**src/rtl/trng_pkg.sv**
```systemverilog
package trng_pkg;

    // Control register fields, packed so that bit 0 is GO
    typedef struct packed {
        logic [1:0] size;
        logic [1:0] src;
        logic       run_en;
        logic       go;
    } ctrl_t;

    localparam int CTRL_W   = $bits(ctrl_t);
    localparam int OFS_CTRL = 'h400;
    localparam int OFS_PER  = 'h404;
    localparam int OFS_DATA = 'h410;
    localparam int MASK_LSB = 16;

endpackage

```
**src/rtl/trng_bitsrc.sv**
```systemverilog
module trng_bitsrc #(
    parameter int          NSRC   = 4,
    parameter int          LFSR_W = 32,
    parameter int          CNT_W  = 16,
    parameter logic [31:0] POLY   = 32'h8020_0003,
    parameter logic [31:0] SEED   = 32'hACE1_5A5A
) (
    input  logic                     clk,
    input  logic                     rst_n,
    input  logic                     run,
    input  logic                     restart,
    input  logic [$clog2(NSRC)-1:0]  sel,
    input  logic [CNT_W-1:0]         period,
    output logic                     bit_o,
    output logic                     strobe_o
);
    localparam int PRE_W = NSRC;

    typedef struct packed {
        logic [NSRC-1:0][LFSR_W-1:0] lfsr;
        logic [PRE_W-1:0]            pre;
        logic [CNT_W-1:0]            cnt;
    } st_t;

    function automatic st_t reset_state();
        st_t s;
        s = '0;
        for (int i = 0; i < NSRC; i++) begin
            s.lfsr[i] = LFSR_W'(SEED) ^ (LFSR_W'(i + 1) * LFSR_W'(32'h9E37_79B9));
        end
        return s;
    endfunction

    localparam st_t ST_RST = reset_state();

    st_t st_d, st_q;
    logic [CNT_W-1:0] per_eff;

    always_comb begin
        st_d     = st_q;
        st_d.pre = st_q.pre + 1'b1;
        per_eff  = (period == '0) ? CNT_W'(1) : period;
        for (int i = 0; i < NSRC; i++) begin
            if ((st_q.pre & PRE_W'((1 << i) - 1)) == '0) begin
                st_d.lfsr[i] = st_q.lfsr[i][0]
                             ? ((st_q.lfsr[i] >> 1) ^ LFSR_W'(POLY))
                             : (st_q.lfsr[i] >> 1);
            end
        end
        strobe_o = 1'b0;
        if (restart || !run) begin
            st_d.cnt = '0;
        end else if (st_q.cnt >= per_eff - 1'b1) begin
            st_d.cnt = '0;
            strobe_o = 1'b1;
        end else begin
            st_d.cnt = st_q.cnt + 1'b1;
        end
        bit_o = st_q.lfsr[sel][0];
    end

    always_ff @(posedge clk or negedge rst_n) begin
        if (!rst_n) st_q <= ST_RST;
        else        st_q <= st_d;
    end


    sample_spacing_chk: assert property (@(posedge clk) disable iff (!rst_n)
        (strobe_o && period > CNT_W'(1)) |=> (!strobe_o || period != $past(period)));

endmodule

```
**src/rtl/trng_collect.sv**
```systemverilog
module trng_collect #(
    parameter int WORDS = 8,
    parameter int LEN_W = 2
) (
    input  logic                  clk,
    input  logic                  rst_n,
    input  logic                  clear,
    input  logic [LEN_W-1:0]      size,
    input  logic                  strobe,
    input  logic                  bit_i,
    output logic [WORDS*32-1:0]   data_o,
    output logic                  last_o
);
    localparam int TOTAL = WORDS * 32;
    localparam int CHUNK = TOTAL / (1 << LEN_W);
    localparam int IDX_W = $clog2(TOTAL + 1);
    localparam int BIT_W = $clog2(TOTAL);

    typedef struct packed {
        logic [TOTAL-1:0] data;
        logic [IDX_W-1:0] idx;
        logic [IDX_W-1:0] target;
    } st_t;

    st_t st_d, st_q;

    always_comb begin
        st_d   = st_q;
        last_o = 1'b0;
        if (clear) begin
            st_d.data   = '0;
            st_d.idx    = '0;
            st_d.target = (IDX_W'(size) + 1'b1) * IDX_W'(CHUNK);
        end else if (strobe && st_q.idx < st_q.target) begin
            st_d.data[st_q.idx[BIT_W-1:0]] = bit_i;
            st_d.idx = st_q.idx + 1'b1;
            last_o   = (st_q.idx == st_q.target - 1'b1);
        end
        data_o = st_q.data;
    end

    always_ff @(posedge clk or negedge rst_n) begin
        if (!rst_n) st_q <= '0;
        else        st_q <= st_d;
    end


    no_overflow_chk: assert property (@(posedge clk) disable iff (!rst_n)
        st_q.idx <= st_q.target);


    fill_order_chk: assert property (@(posedge clk) disable iff (!rst_n)
        (st_q.data >> st_q.idx) == '0);

endmodule

```
**src/rtl/trng_ctrl.sv**
```systemverilog
module trng_ctrl
    import trng_pkg::*;
#(
    parameter int ADDR_W   = 12,
    parameter int WORDS    = 8,
    parameter int NSRC     = 4,
    parameter int CNT_W    = 16,
    parameter int PER_RST  = 100
) (
    input  logic              clk,
    input  logic              rst_n,
    input  logic [ADDR_W-1:0] bus_addr,
    input  logic [31:0]       bus_wdata,
    input  logic              bus_we,
    output logic [31:0]       bus_rdata
);
    localparam int SEL_W = $clog2(NSRC);

    typedef struct packed {
        ctrl_t            ctrl;
        logic [CNT_W-1:0] per;
    } regs_t;

    regs_t r_d, r_q;
    ctrl_t wr;
    logic  launch;
    logic  bit_s, strobe_s, last_s;
    logic [WORDS*32-1:0] words;

    logic wr_ctrl, wr_per;
    assign wr_ctrl = bus_we && (bus_addr == ADDR_W'(OFS_CTRL));
    assign wr_per  = bus_we && (bus_addr == ADDR_W'(OFS_PER));

    always_comb begin
        r_d = r_q;
        wr  = r_q.ctrl;
        if (wr_ctrl) begin
            wr = (r_q.ctrl & ~ctrl_t'(bus_wdata[MASK_LSB +: CTRL_W]))
               | (ctrl_t'(bus_wdata[CTRL_W-1:0]) & ctrl_t'(bus_wdata[MASK_LSB +: CTRL_W]));
        end
        if (!wr.run_en) wr.go = 1'b0;
        launch = wr.go && !r_q.ctrl.go;
        r_d.ctrl = wr;
        if (last_s) r_d.ctrl.go = 1'b0;
        if (wr_per) r_d.per = bus_wdata[CNT_W-1:0];
    end

    always_ff @(posedge clk or negedge rst_n) begin
        if (!rst_n) begin
            r_q.ctrl <= '0;
            r_q.per  <= CNT_W'(PER_RST);
        end else begin
            r_q <= r_d;
        end
    end

    always_comb begin
        bus_rdata = '0;
        if (bus_addr == ADDR_W'(OFS_CTRL)) bus_rdata = 32'(r_q.ctrl);
        if (bus_addr == ADDR_W'(OFS_PER))  bus_rdata = 32'(r_q.per);
        for (int i = 0; i < WORDS; i++) begin
            if (bus_addr == ADDR_W'(OFS_DATA + 4 * i)) bus_rdata = words[i*32 +: 32];
        end
    end

    trng_bitsrc #(
        .NSRC  (NSRC),
        .CNT_W (CNT_W)
    ) u_src (
        .clk      (clk),
        .rst_n    (rst_n),
        .run      (r_q.ctrl.go),
        .restart  (launch),
        .sel      (r_q.ctrl.src[SEL_W-1:0]),
        .period   (r_q.per),
        .bit_o    (bit_s),
        .strobe_o (strobe_s)
    );

    trng_collect #(
        .WORDS (WORDS),
        .LEN_W (2)
    ) u_col (
        .clk    (clk),
        .rst_n  (rst_n),
        .clear  (launch),
        .size   (wr.size),
        .strobe (strobe_s),
        .bit_i  (bit_s),
        .data_o (words),
        .last_o (last_s)
    );


    go_needs_enable_chk: assert property (@(posedge clk) disable iff (!rst_n)
        r_q.ctrl.go |-> r_q.ctrl.run_en);


    mask_hold_chk: assert property (@(posedge clk) disable iff (!rst_n)
        (wr_ctrl && bus_wdata[21:18] == 4'h0) |=> ($stable(r_q.ctrl.size) && $stable(r_q.ctrl.src)));


    stop_write_chk: assert property (@(posedge clk) disable iff (!rst_n)
        (wr_ctrl && bus_wdata == 32'hFFFF_0000) |=> (!r_q.ctrl.go && !r_q.ctrl.run_en));


    go_done_chk: assert property (@(posedge clk) disable iff (!rst_n)
        (last_s && !wr_ctrl) |=> (!r_q.ctrl.go && r_q.ctrl.run_en));

endmodule

```
**config.mk**
```make
export PLATFORM = sky130hd
export DESIGN_NAME = trng_ctrl
export DESIGN_NICKNAME = d
export VERILOG_FILES = /design/src/rtl/trng_pkg.sv /design/src/rtl/trng_bitsrc.sv /design/src/rtl/trng_collect.sv /design/src/rtl/trng_ctrl.sv
export SDC_FILE = /design/constraint.sdc
export NUM_CORES = 1
export LEC_CHECK = 0
export BUFFER_PORTS_ARGS = -buffer_cell sky130_fd_sc_hd__buf_2
export CORE_MARGIN = 5
export CORE_UTILIZATION = 51
export CTS_BUF_LIST = sky130_fd_sc_hd__clkbuf_4 sky130_fd_sc_hd__clkbuf_8
export DETAILED_ROUTE_END_ITERATION = 8
export GPL_TIMING_DRIVEN = 0
export PLACE_DENSITY = 0.65
export SLEW_MARGIN = 20
export SYNTH_ARGS = -nofsm -noshare
export SYNTH_HDL_FRONTEND = slang
export SYNTH_SLANG_ARGS = --single-unit
```
**constraint.sdc**
```tcl
create_clock -name clk -period 10.4 [get_ports clk]
set_clock_uncertainty 0.1 [all_clocks]
set_input_delay 1.56 -clock clk [delete_from_list [all_inputs] [get_ports clk]]
set_output_delay 1.56 -clock clk [all_outputs]
set_load 0.02 [all_outputs]
```
[After elaboration in Yosys (flattened, before gate mapping)]
Index checks and enable logic that the tools add are counted.
Word-level totals
  word-level logic and storage cells: 87
  register bits: 438
  output and inout bits: 32
  bits of input ports: 47
Cells by class
  $add $sub $neg: 6
  bitwise operators: 8
  $lt $le $gt $ge: 5
  reduce and logical (&&, ||, !) cells: 12
  multiplexer cells: 31
  equal/unequal tests: 11
Operator list (number)
  $mux W265: 2
  $mux W32: 13
  $bwmux W256: 1
  $eq A12 B11 Y1 const B: 10
  $bmux W32 S2: 1
  $mux W16: 3
  $add A16 B1 Y16 const B: 1
  $ge A16 B16 Y1: 1
  $logic_not A16 Y1: 1
  $not A3 Y4: 4
  $sub A16 B1 Y16 const B: 1
  $and A6 B6 Y6: 2
  $logic_not A4 Y1: 3
  $mux W6: 2
  $add A9 B1 Y9 const B: 1
  $eq A9 B9 Y1: 1
  $lt A8 B9 Y1 const B: 1
  $lt A9 B9 Y1: 1
  $sub A9 B1 Y9 const B: 1
  $demux W1 S8: 1
  $ge A8 B1 Y1 const B: 1
  $mux W1: 8
  $not A6 Y6: 1
  $or A6 B6 Y6: 1
  other kinds (7): 11

[Depth between registers and ports, before layout]
Gate-level depths: netlist of run 1.
  word-level depth: 12
  mapped depth: 21
  gate-level depth less buffers: 18

[Cells and area by module]
Synthesis of run 1 repeated with hierarchy kept, for this count alone.
Unflattened totals
  cell total of the unflattened synthesis: 2485
  area total of the unflattened synthesis: 23750.3 um^2
By module, submodules not included
  trng_collect: sequential area each 6706.4 um^2, area an instance 14082.3 um^2, times used 1, cells an instance 1593
  trng_bitsrc: sequential area each 3761.1 um^2, area an instance 6124.6 um^2, times used 1, cells an instance 432
  trng_ctrl: sequential area each 554.3 um^2, area an instance 3543.4 um^2, times used 1, cells an instance 460

[Worst setup path before layout of run 1]
No wires, ideal clock.
  kind: input port to output port
  start point: in bus_addr[3]
  end point: out bus_rdata[4]
  arrival time: 3424 ps
  buffers on the path: 4
  stages on the path: 8
  path slack: 5316 ps
  data required time: 8740 ps
  cell sequence: clkbuf_1 > buf_2 > buf_2 > buf_2 > nand2_1 > o21ai_0 > a2bb2oi_1 > o32ai_1
On the way
  cells in the longest elaborated chain, start to end: 11
  elaborated cells on any way between the ends: 20
  those cells by class: 10 x eq/ne; 10 x mux
RTL lines
  from (decl): line trng_ctrl.sv:12  | input logic [ADDR_W-1:0] bus_addr,
  $eq A12 B11 Y1: line trng_ctrl.sv:59  | if (bus_addr == ADDR_W'(OFS_CTRL)) bus_rdata = 32'(r_q.ctrl);
  $mux W6: line trng_ctrl.sv:59
  $mux W32: line trng_ctrl.sv:60  | if (bus_addr == ADDR_W'(OFS_PER)) bus_rdata = 32'(r_q.per);
  $mux W32 (7 in a row): line trng_ctrl.sv:62  | if (bus_addr == ADDR_W'(OFS_DATA + 4 * i)) bus_rdata = words[i*32 +: 32];
  $mux W32 *: line trng_ctrl.sv:62
  to (decl): line trng_ctrl.sv:15  | output logic [31:0] bus_rdata
Every way passes the cells marked *; elsewhere a longest branch is shown, timed or not.

[Worst setup path after layout of run 1]
  start point: in bus_addr[3]
  end point: out bus_rdata[5]
Same word-level chain as after synthesis.

==> results of run 1 <==
[metrics by stage]
step / std cells / power (mW)
after floorplan: 2130 / 1.81
after global placement: 2736 / 1.89
after detailed placement: 2740 / 1.90
after CTS: 2883 / 3.69
after global routing: 2883 / 3.80
final: 2883 / 3.68
[where the power goes]
group | internal [mW] | total, mW | switching (mW) | leakage (nW)
Clock | 1.01 | 1.80 | 0.787 | 0.931
Sequential | 1.70 | 1.70 | 0.00107 | 4.46
Combinational | 0.0433 | 0.175 | 0.132 | 4.92
[worst max-delay path: stages]
cell and delay [ns]:
sky130_fd_sc_hd__clkbuf_1 0.47, sky130_fd_sc_hd__buf_2 0.48, sky130_fd_sc_hd__buf_1 0.73, sky130_fd_sc_hd__nand2_1 0.11, sky130_fd_sc_hd__o21ai_0 0.26, sky130_fd_sc_hd__a221o_1 0.31, sky130_fd_sc_hd__o21ai_0 0.10, sky130_fd_sc_hd__o21ai_0 0.43
sky130_fd_sc_hd__buf_2 0.27
[layout make-up]
cell class                 count  area [sq um]
buffer                       207           897
clock buffer                 119          1510
clock inverter                24           248
fill                        3613         17400
inverter                      15          56.3
multi-input combinational   1471          9480
sequential                   437         11000
tap                          539           674
timing repair buffer          71           455
[cell families after synthesis]
kind of cell | Yosys count | share of synthesized area (%)
xor gates and xnor gates | 40 | 1.63
adders and majority gates | 29 | 1.69
AOI/OAI and AO/OA | 510 | 15.7
buffers and inverters | 222 | 4.44
and+or+nand+nor | 713 | 15.4
DFF | 437 | 51.4
muxes | 179 | 9.81
[placed cells by master, fill, tap and decap left out, types with 27 or more instances in the layout]
cell type,instances
sky130_fd_sc_hd__ha_1,29
sky130_fd_sc_hd__a21oi_1,43
sky130_fd_sc_hd__mux2_2,120
sky130_fd_sc_hd__nor3_1,216
sky130_fd_sc_hd__o311ai_0,49
sky130_fd_sc_hd__dfstp_2,69
sky130_fd_sc_hd__nor2_1,98
sky130_fd_sc_hd__mux2i_1,40
sky130_fd_sc_hd__buf_2,127
sky130_fd_sc_hd__dfrtp_1,368
sky130_fd_sc_hd__clkbuf_8,98
sky130_fd_sc_hd__o22ai_1,246
sky130_fd_sc_hd__clkbuf_1,133
sky130_fd_sc_hd__nand3_1,27
sky130_fd_sc_hd__nand2_1,285
sky130_fd_sc_hd__o21ai_0,65
[layer usage]
layer  GRT usage (%)  share of wire, %  vias up
met5               0                 0        -
met4            21.4               7.3        0
met3            13.2                13      327
met2            50.2                42     1336
met1            46.0                37     9439
li1                -                 -     8171
[flip-flops by register name, summed over array words and instances (netlist names), named ones only]
name          count
u_col.data_o    256
r_q              20
u_col.st_q       12
u_src.st_q      147
[worst min path at each step]
stage	startpoint	end	slack, ns	cells after the start
2_1_floorplan	u_src.st_q[23]	u_src.st_q[22]	0.23	0
3_3_place_gp	u_src.st_q[32]	u_src.st_q[31]	0.24	0
3_5_place_dp	u_src.st_q[24]	u_src.st_q[23]	0.24	0
4_1_cts	u_src.st_q[26]	u_src.st_q[25]	0.24	0
5_1_grt	u_src.st_q[28]	u_src.st_q[27]	0.24	0
6_report	u_src.st_q[31]	u_src.st_q[30]	0.25	0
==> parameters.txt, run 1 <==
Parameter                              Value

Floorplan
  Height of the die ... 215 um
  Placeable core area ... between 40,000 and 50,000 sq um
  Number of core rows ... 75
  Die ar. ... 46,300 sq um
  Ports placed on the boundary ... 79
  Initial Util ... between 50% and 60%
  Die extent in x ... 215 um

GRT
  Vias in the first global route ... around 19,000
  Maximum number of pins on one net before global-route repair ... just over 100
  First-pass GRT wire length ... about 120 mm
  Global-route usage over all layers ... approximately a third
  Grt ovf ... 0
  Antenna violations before repair ... 0

Timing
  Hold Fails Final Rpt ... 0
  Final-report max-slew violation count ... 0
  Final count of negative-setup-slack endpoints ... 0
  Final worst hold slack ... between 0.2 and 0.25 ns
  RSZ-0062 raised after global routing ... no
  Headroom to the max-slew limit ... a little over a fifth
  Pin slew with the least headroom to its limit ... 1.18 ns
  Setup TNS ... 0 ns
  Final critical path time including I/O delays and setup ... 6.39 ns
  Share of the clock period used by the worst path ... between 60 and 70%
  Achievable Freq ... approximately 0.16 GHz
  Smallest setup slack after layout ... 4.01 ns

Route
  Number of nets still failing antenna checks after routing ... 0
  Ratio of routed vias to standard cells ... between 6 and 7
  Wire per inst ... 28.9 um
  Residual DRC count ... 0
  Via count ... around 19,000
  Initial DRC count ... around 2,600
  Total iterations of the first detailed-routing run ... 7
  Post-detailed-routing wire length ... about 83 mm

Logic synthesis
  Number of distinct library cells after synthesis ... 67
  Avg Cell Area, Syn ... roughly 10 sq um
  Commonest cells in the synthesized netlist ... 368 x sky130_fd_sc_hd__dfrtp_1, 285 x sky130_fd_sc_hd__nand2_1, 246 x sky130_fd_sc_hd__o22ai_1, 216 x sky130_fd_sc_hd__nor3_1, 133 x sky130_fd_sc_hd__clkbuf_1
  Post-synth top area share ... a little over two fifths
  Area leader, netlist ... sky130_fd_sc_hd__dfrtp_1
  Proportion of register bits with asynchronous set or reset after synthesis ... 100%
  Top cells by area, synth ... sky130_fd_sc_hd__dfrtp_1 43%, sky130_fd_sc_hd__dfstp_2 8.4%, sky130_fd_sc_hd__o22ai_1 7.2%, sky130_fd_sc_hd__mux2_2 6.3%, sky130_fd_sc_hd__nor3_1 5.0%
  Seq/Total Area, Yosys ... 51.4%
  Synthesized netlist cell count ... between 2,000 and 2,500
  Yosys warning total ... 0
  Total nets after synthesis ... between 2,000 and 2,500
  FF+latch count, synth ... 437
  Most instantiated flip-flop cell in the synthesis netlist ... sky130_fd_sc_hd__dfrtp_1
  Most repeated cell in the gate-level netlist after synthesis ... sky130_fd_sc_hd__dfrtp_1
  Post-synth EDFFs ... 0
  Cell area after technology mapping ... around 21,000 sq um

Placed design
  Total placed instance area ... 22,600 sq um
  Placed wire-length estimate after detailed placement ... approximately 58 mm
  Count of input and output buffers ... 67
  Routability Congestion ... 1.06
  Post-place setup slack ... around 4.2 ns

Clock network
  Post-CTS Hold Fix Bufs ... 0
  Clock slew at reported path FFs ... about 0.060 ns
  Clock tree from TritonCTS ... yes
  Clk Tree Root Cell ... sky130_fd_sc_hd__clkbuf_8
  Insertion delay to the later sink of the worst-skew pair ... a little under 0.7 ns
  Number of sinks handled by clock tree synthesis ... 437
  Setup Fix Bufs, Post-CTS ... 0
  Buffers from clock root to sink, at most ... 3
  CTS HTree Levels ... 3
  Post-cts resize count ... 0
  Number of buffers added by the clock tree synthesis step ... 78

Worst setup path
  Critical Path End ... bus_rdata[5]
  Kind of critical path ... in -> out
  Critical Path RT ... a little under 9 ns
  Top fanout value on the critical path ... 10
  Worst reg2reg path startpoint ... r_q[9]
  Startpoint type of the worst setup path ... primary input
  CP Capture Type ... primary output
  Worst Reg2Reg Path Length in Cells ... 20
  Register-to-register path setup slack ... roughly 4.1 ns
  Arrival time of the worst setup path ... 4.73 ns
  Capturing point of the worst reg2reg path ... u_col.data_o[91]
  Source of the critical timing path ... bus_addr[3]

Layout
  Post-route design area ... between 20,000 and 25,000 sq um
  Antenna cells ... 0
  Area Overhead vs Synth ... 13.4%
  Net count, final ... between 2,000 and 2,500
  Share of post-route cells with drive strength above 1 ... between 20% and 30%
  Post-layout utilization of the core ... between 50% and 60%

Min path
  Worst hold path type ... reg -> reg

Status
  Run status ... finished clean

Job
  Maximum capacitance violations ... 0

Power and ir drop
  P per Cell Area ... ~150 nW/um^2
  Maximum ir drop on the vdd rail ... approximately 0.00010 V
  Leakage Power ... 10.3 nW
No activity file was read; power rests on OpenSTA's default activity.
==> run 2, diff against run 1 <==
Settings changed: PLACE_DENSITY 0.65 to 0.67.
Clock period 10.4 ns to 5.3 ns, I/O delays scaled along.
==> run 2 against run 1 <==
Compared with the run above:
- clock power grew 98%
- largest cell class unchanged
- via count grew 3.5%
- total power grew 98%
- routed wire length grew 5.4%
- core utilization grew 1.5 points
- critical path type is now reg -> reg
==> parameters.txt, run 2 (synthesis gave the netlist of run 1 again) <==
Parameter                              Value

Clock network
  Number of sinks handled by clock tree synthesis ... between 400 and 500
  Clock slew at reported path FFs ... about 0.060 ns
  CTS HTree Levels ... 3
  Clk Tree Root Cell ... sky130_fd_sc_hd__clkbuf_8
  Insertion delay to the later sink of the worst-skew pair ... 0.70 ns
  Buffers from clock root to sink, at most ... 3
  Number of buffers added by the clock tree synthesis step ... a little under 80
  Clock tree from TritonCTS ... yes

Power and ir drop
  Logic pwr share ... 5.2%
  Switching power ... ~1.8 mW
  Share of total power consumed by net switching ... between 20 and 25%
  Maximum ir drop on the vdd rail ... between 0.0002 and 0.0003 V
  P per Cell Area ... 292 nW/um^2
  Leakage Power ... 10.7 nW
  Overall power after layout ... between 7 and 8 mW
  Relative contribution of the clock network to total power ... 48.9%
  Internal Pwr Total ... approximately 5.5 mW
  Sequential group share of total power ... 45.9%

Floorplan
  Initial Util ... between 50% and 60%
  Height of the die ... 215 um
  Die ar. ... 46,300 sq um
  Ports placed on the boundary ... 79
  Die extent in x ... about 220 um
  Number of core rows ... 75
  Placeable core area ... 41,800 sq um

GRT
  Global-route usage over all layers ... a little under two fifths
  Grt ovf ... 0
  First-pass GRT wire length ... 128 mm
  Maximum number of pins on one net before global-route repair ... 96
  Antenna violations before repair ... 2
  Vias in the first global route ... a little under 20,000

Placed design
  Placed wire-length estimate after detailed placement ... a little under 60 mm
  Count of input and output buffers ... 67
  Total placed instance area ... roughly 23,000 sq um
  Routability Congestion ... ~1.0
  Post-place setup slack ... -0.844 ns

Route
  Via count ... about 20,000
  Initial DRC count ... 2,977
  Post-detailed-routing wire length ... between 80 and 90 mm
  Wire per inst ... 30.1 um
  Residual DRC count ... 0
  Number of nets still failing antenna checks after routing ... 0
  Total iterations of the first detailed-routing run ... 6
  Ratio of routed vias to standard cells ... just under 7

Layout
  Area Overhead vs Synth ... 16.4%
  Max reg flops ... ~260
  Number of filler instances in the final layout ... 3,555
  Top library cells by usage in the layout, fill and taps aside ... 366 x sky130_fd_sc_hd__dfrtp_1, 285 x sky130_fd_sc_hd__nand2_1, 245 x sky130_fd_sc_hd__o22ai_1
  Post-route design area ... approximately 25,000 sq um
  Share of post-route cells with drive strength above 1 ... a little under a quarter
  Most frequent standard cell in the layout excluding fill and tap cells ... sky130_fd_sc_hd__dfrtp_1
  Net count, final ... between 2,000 and 2,500

Timing
  Hold Fails Final Rpt ... 0
  Pin slew with the least headroom to its limit ... ~1.3 ns
  Smallest setup slack after layout ... between 0.1 and 0.15 ns
  RSZ-0062 raised after global routing ... no
  Final worst hold slack ... approximately 0.23 ns
  Headroom to the max-slew limit ... 13.0%
  Final count of negative-setup-slack endpoints ... 0
  Share of the clock period used by the worst path ... roughly 98%
  Final critical path time including I/O delays and setup ... 5.19 ns
  Achievable Freq ... 0.193 GHz
  Final-report max-slew violation count ... 0

Worst setup path
  Critical Path, Cell by Cell ... or4_4 > or3_4 > or3_4 > nor2_4 > nor2_1 > ha_2 > nor3b_2 > nor2b_2 > inv_1 > or3_1 > xor2_1 > ha_1 > o21a_1 > a21oi_2 > nand3b_1 > o22a_2 > buf_2 > nand4_1 > clkbuf_4 > o22ai_1
  Register-to-register path setup slack ... 0.11 ns
  Startpoint type of the worst setup path ... flop
  Kind of critical path ... reg -> reg
  CP Capture Type ... flop
  Critical Path RT ... between 5 and 6 ns
  Cell repeated most along the worst path ... sky130_fd_sc_hd__or3_4
  Cell type of the slowest stage on the worst timing path ... sky130_fd_sc_hd__or4_4
  Top fanout value on the critical path ... 10
  Arrival time of the worst setup path ... approximately 5.6 ns
  Worst Reg2Reg Path Length in Cells ... 20
  Maximum cell stage delay along the critical path ... roughly 0.55 ns

Job
  Maximum capacitance violations ... 0

Min path
  Number of cells on the worst hold path ... 0
  Worst hold path type ... reg -> reg

Status
  Run status ... finished clean
[run 2: cell count changes in the layout (fill, tap and decap cells not counted), sizes merged]
| cell | delta |
|---|---|
| buf | +33 |
| bufinv | -1 |
| clkbuf | +15 |
| clkinv | -8 |
| clkinvlp | -1 |
| diode | +2 |
| dlygate4sd3 | +1 |
[run 2: final timing paths]
check | from | to
min reg2reg | u_src.st_q[31] | u_src.st_q[30]
min in group asynchronous | rst_n | u_src.st_q[125]
max in group asynchronous | rst_n | u_col.data_o[230]
max reg2reg | r_q[9] | u_col.data_o[52]
min | u_src.st_q[31] | u_src.st_q[30]
max | r_q[9] | u_col.data_o[52]
[run 2: what timing repair did]
action	CTS	global route
setup endpoints to repair	266	274
endpoints found under the hold margin	33	0
hold buffers	1	0
pin swaps	17	5
cloned	0	2
resized for setup	50	49
buffers inserted	32	3
[run 2: metal layers]
layer | wire length [um] | GRT usage (%) | vias up
met3 | 11400 | 12.9 | 412
met1 | 32700 | 48.0 | 9782
met5 | 20 | 0 | -
met4 | 7300 | 24.2 | 4
met2 | 36500 | 53.0 | 1484
li1 | - | - | 8271
[run 2: final cells by class]
type                    count  area (sq um)  area share, %
flip-flops and latches    437         11000           44.1
multi-input cells        1471          9540           38.2
clock buffers             129          1600           6.41
plain buffers             207          1070           4.30
repair buffers            110           833           3.34
well taps                 539           674           2.70
clock inverters            14           166          0.666
inverters                  15          56.3          0.225
diodes                      2          5.00         0.0200
[run 2: critical path: cells and delay by family (launching register included)]
kind	cells	cell delay, ns
and+or+nand+nor	10	2.39
AOI/OAI and AO/OA	4	0.84
buffers and inverters	3	0.66
adders and majority gates	2	0.45
DFF	1	0.43
xor gates and xnor gates	1	0.18
[run 2: stage by stage]
| stage | TNS, ns | instances | util (%) |
|---|---|---|---|
| 3_3_place_gp | -2237.75 | 2736 | 53.8 |
| 2_1_floorplan | 0 | 2130 | - |
| 3_5_place_dp | -120.53 | 2741 | 54.2 |
| 4_1_cts | 0 | 2917 | 59.4 |
| 6_report | 0 | 2924 | 59.8 |
| 5_1_grt | 0 | 2922 | 59.8 |
[run 2: power groups by stage]
stage / registers, mW / clock network, mW / logic [mW]
2_1_floorplan: 3.40 / 0 / 0.148
5_1_grt: 3.34 / 3.76 / 0.397
4_1_cts: 3.34 / 3.59 / 0.351
6_report: 3.34 / 3.56 / 0.380
3_5_place_dp: 3.40 / 0 / 0.343
3_3_place_gp: 3.40 / 0 / 0.328
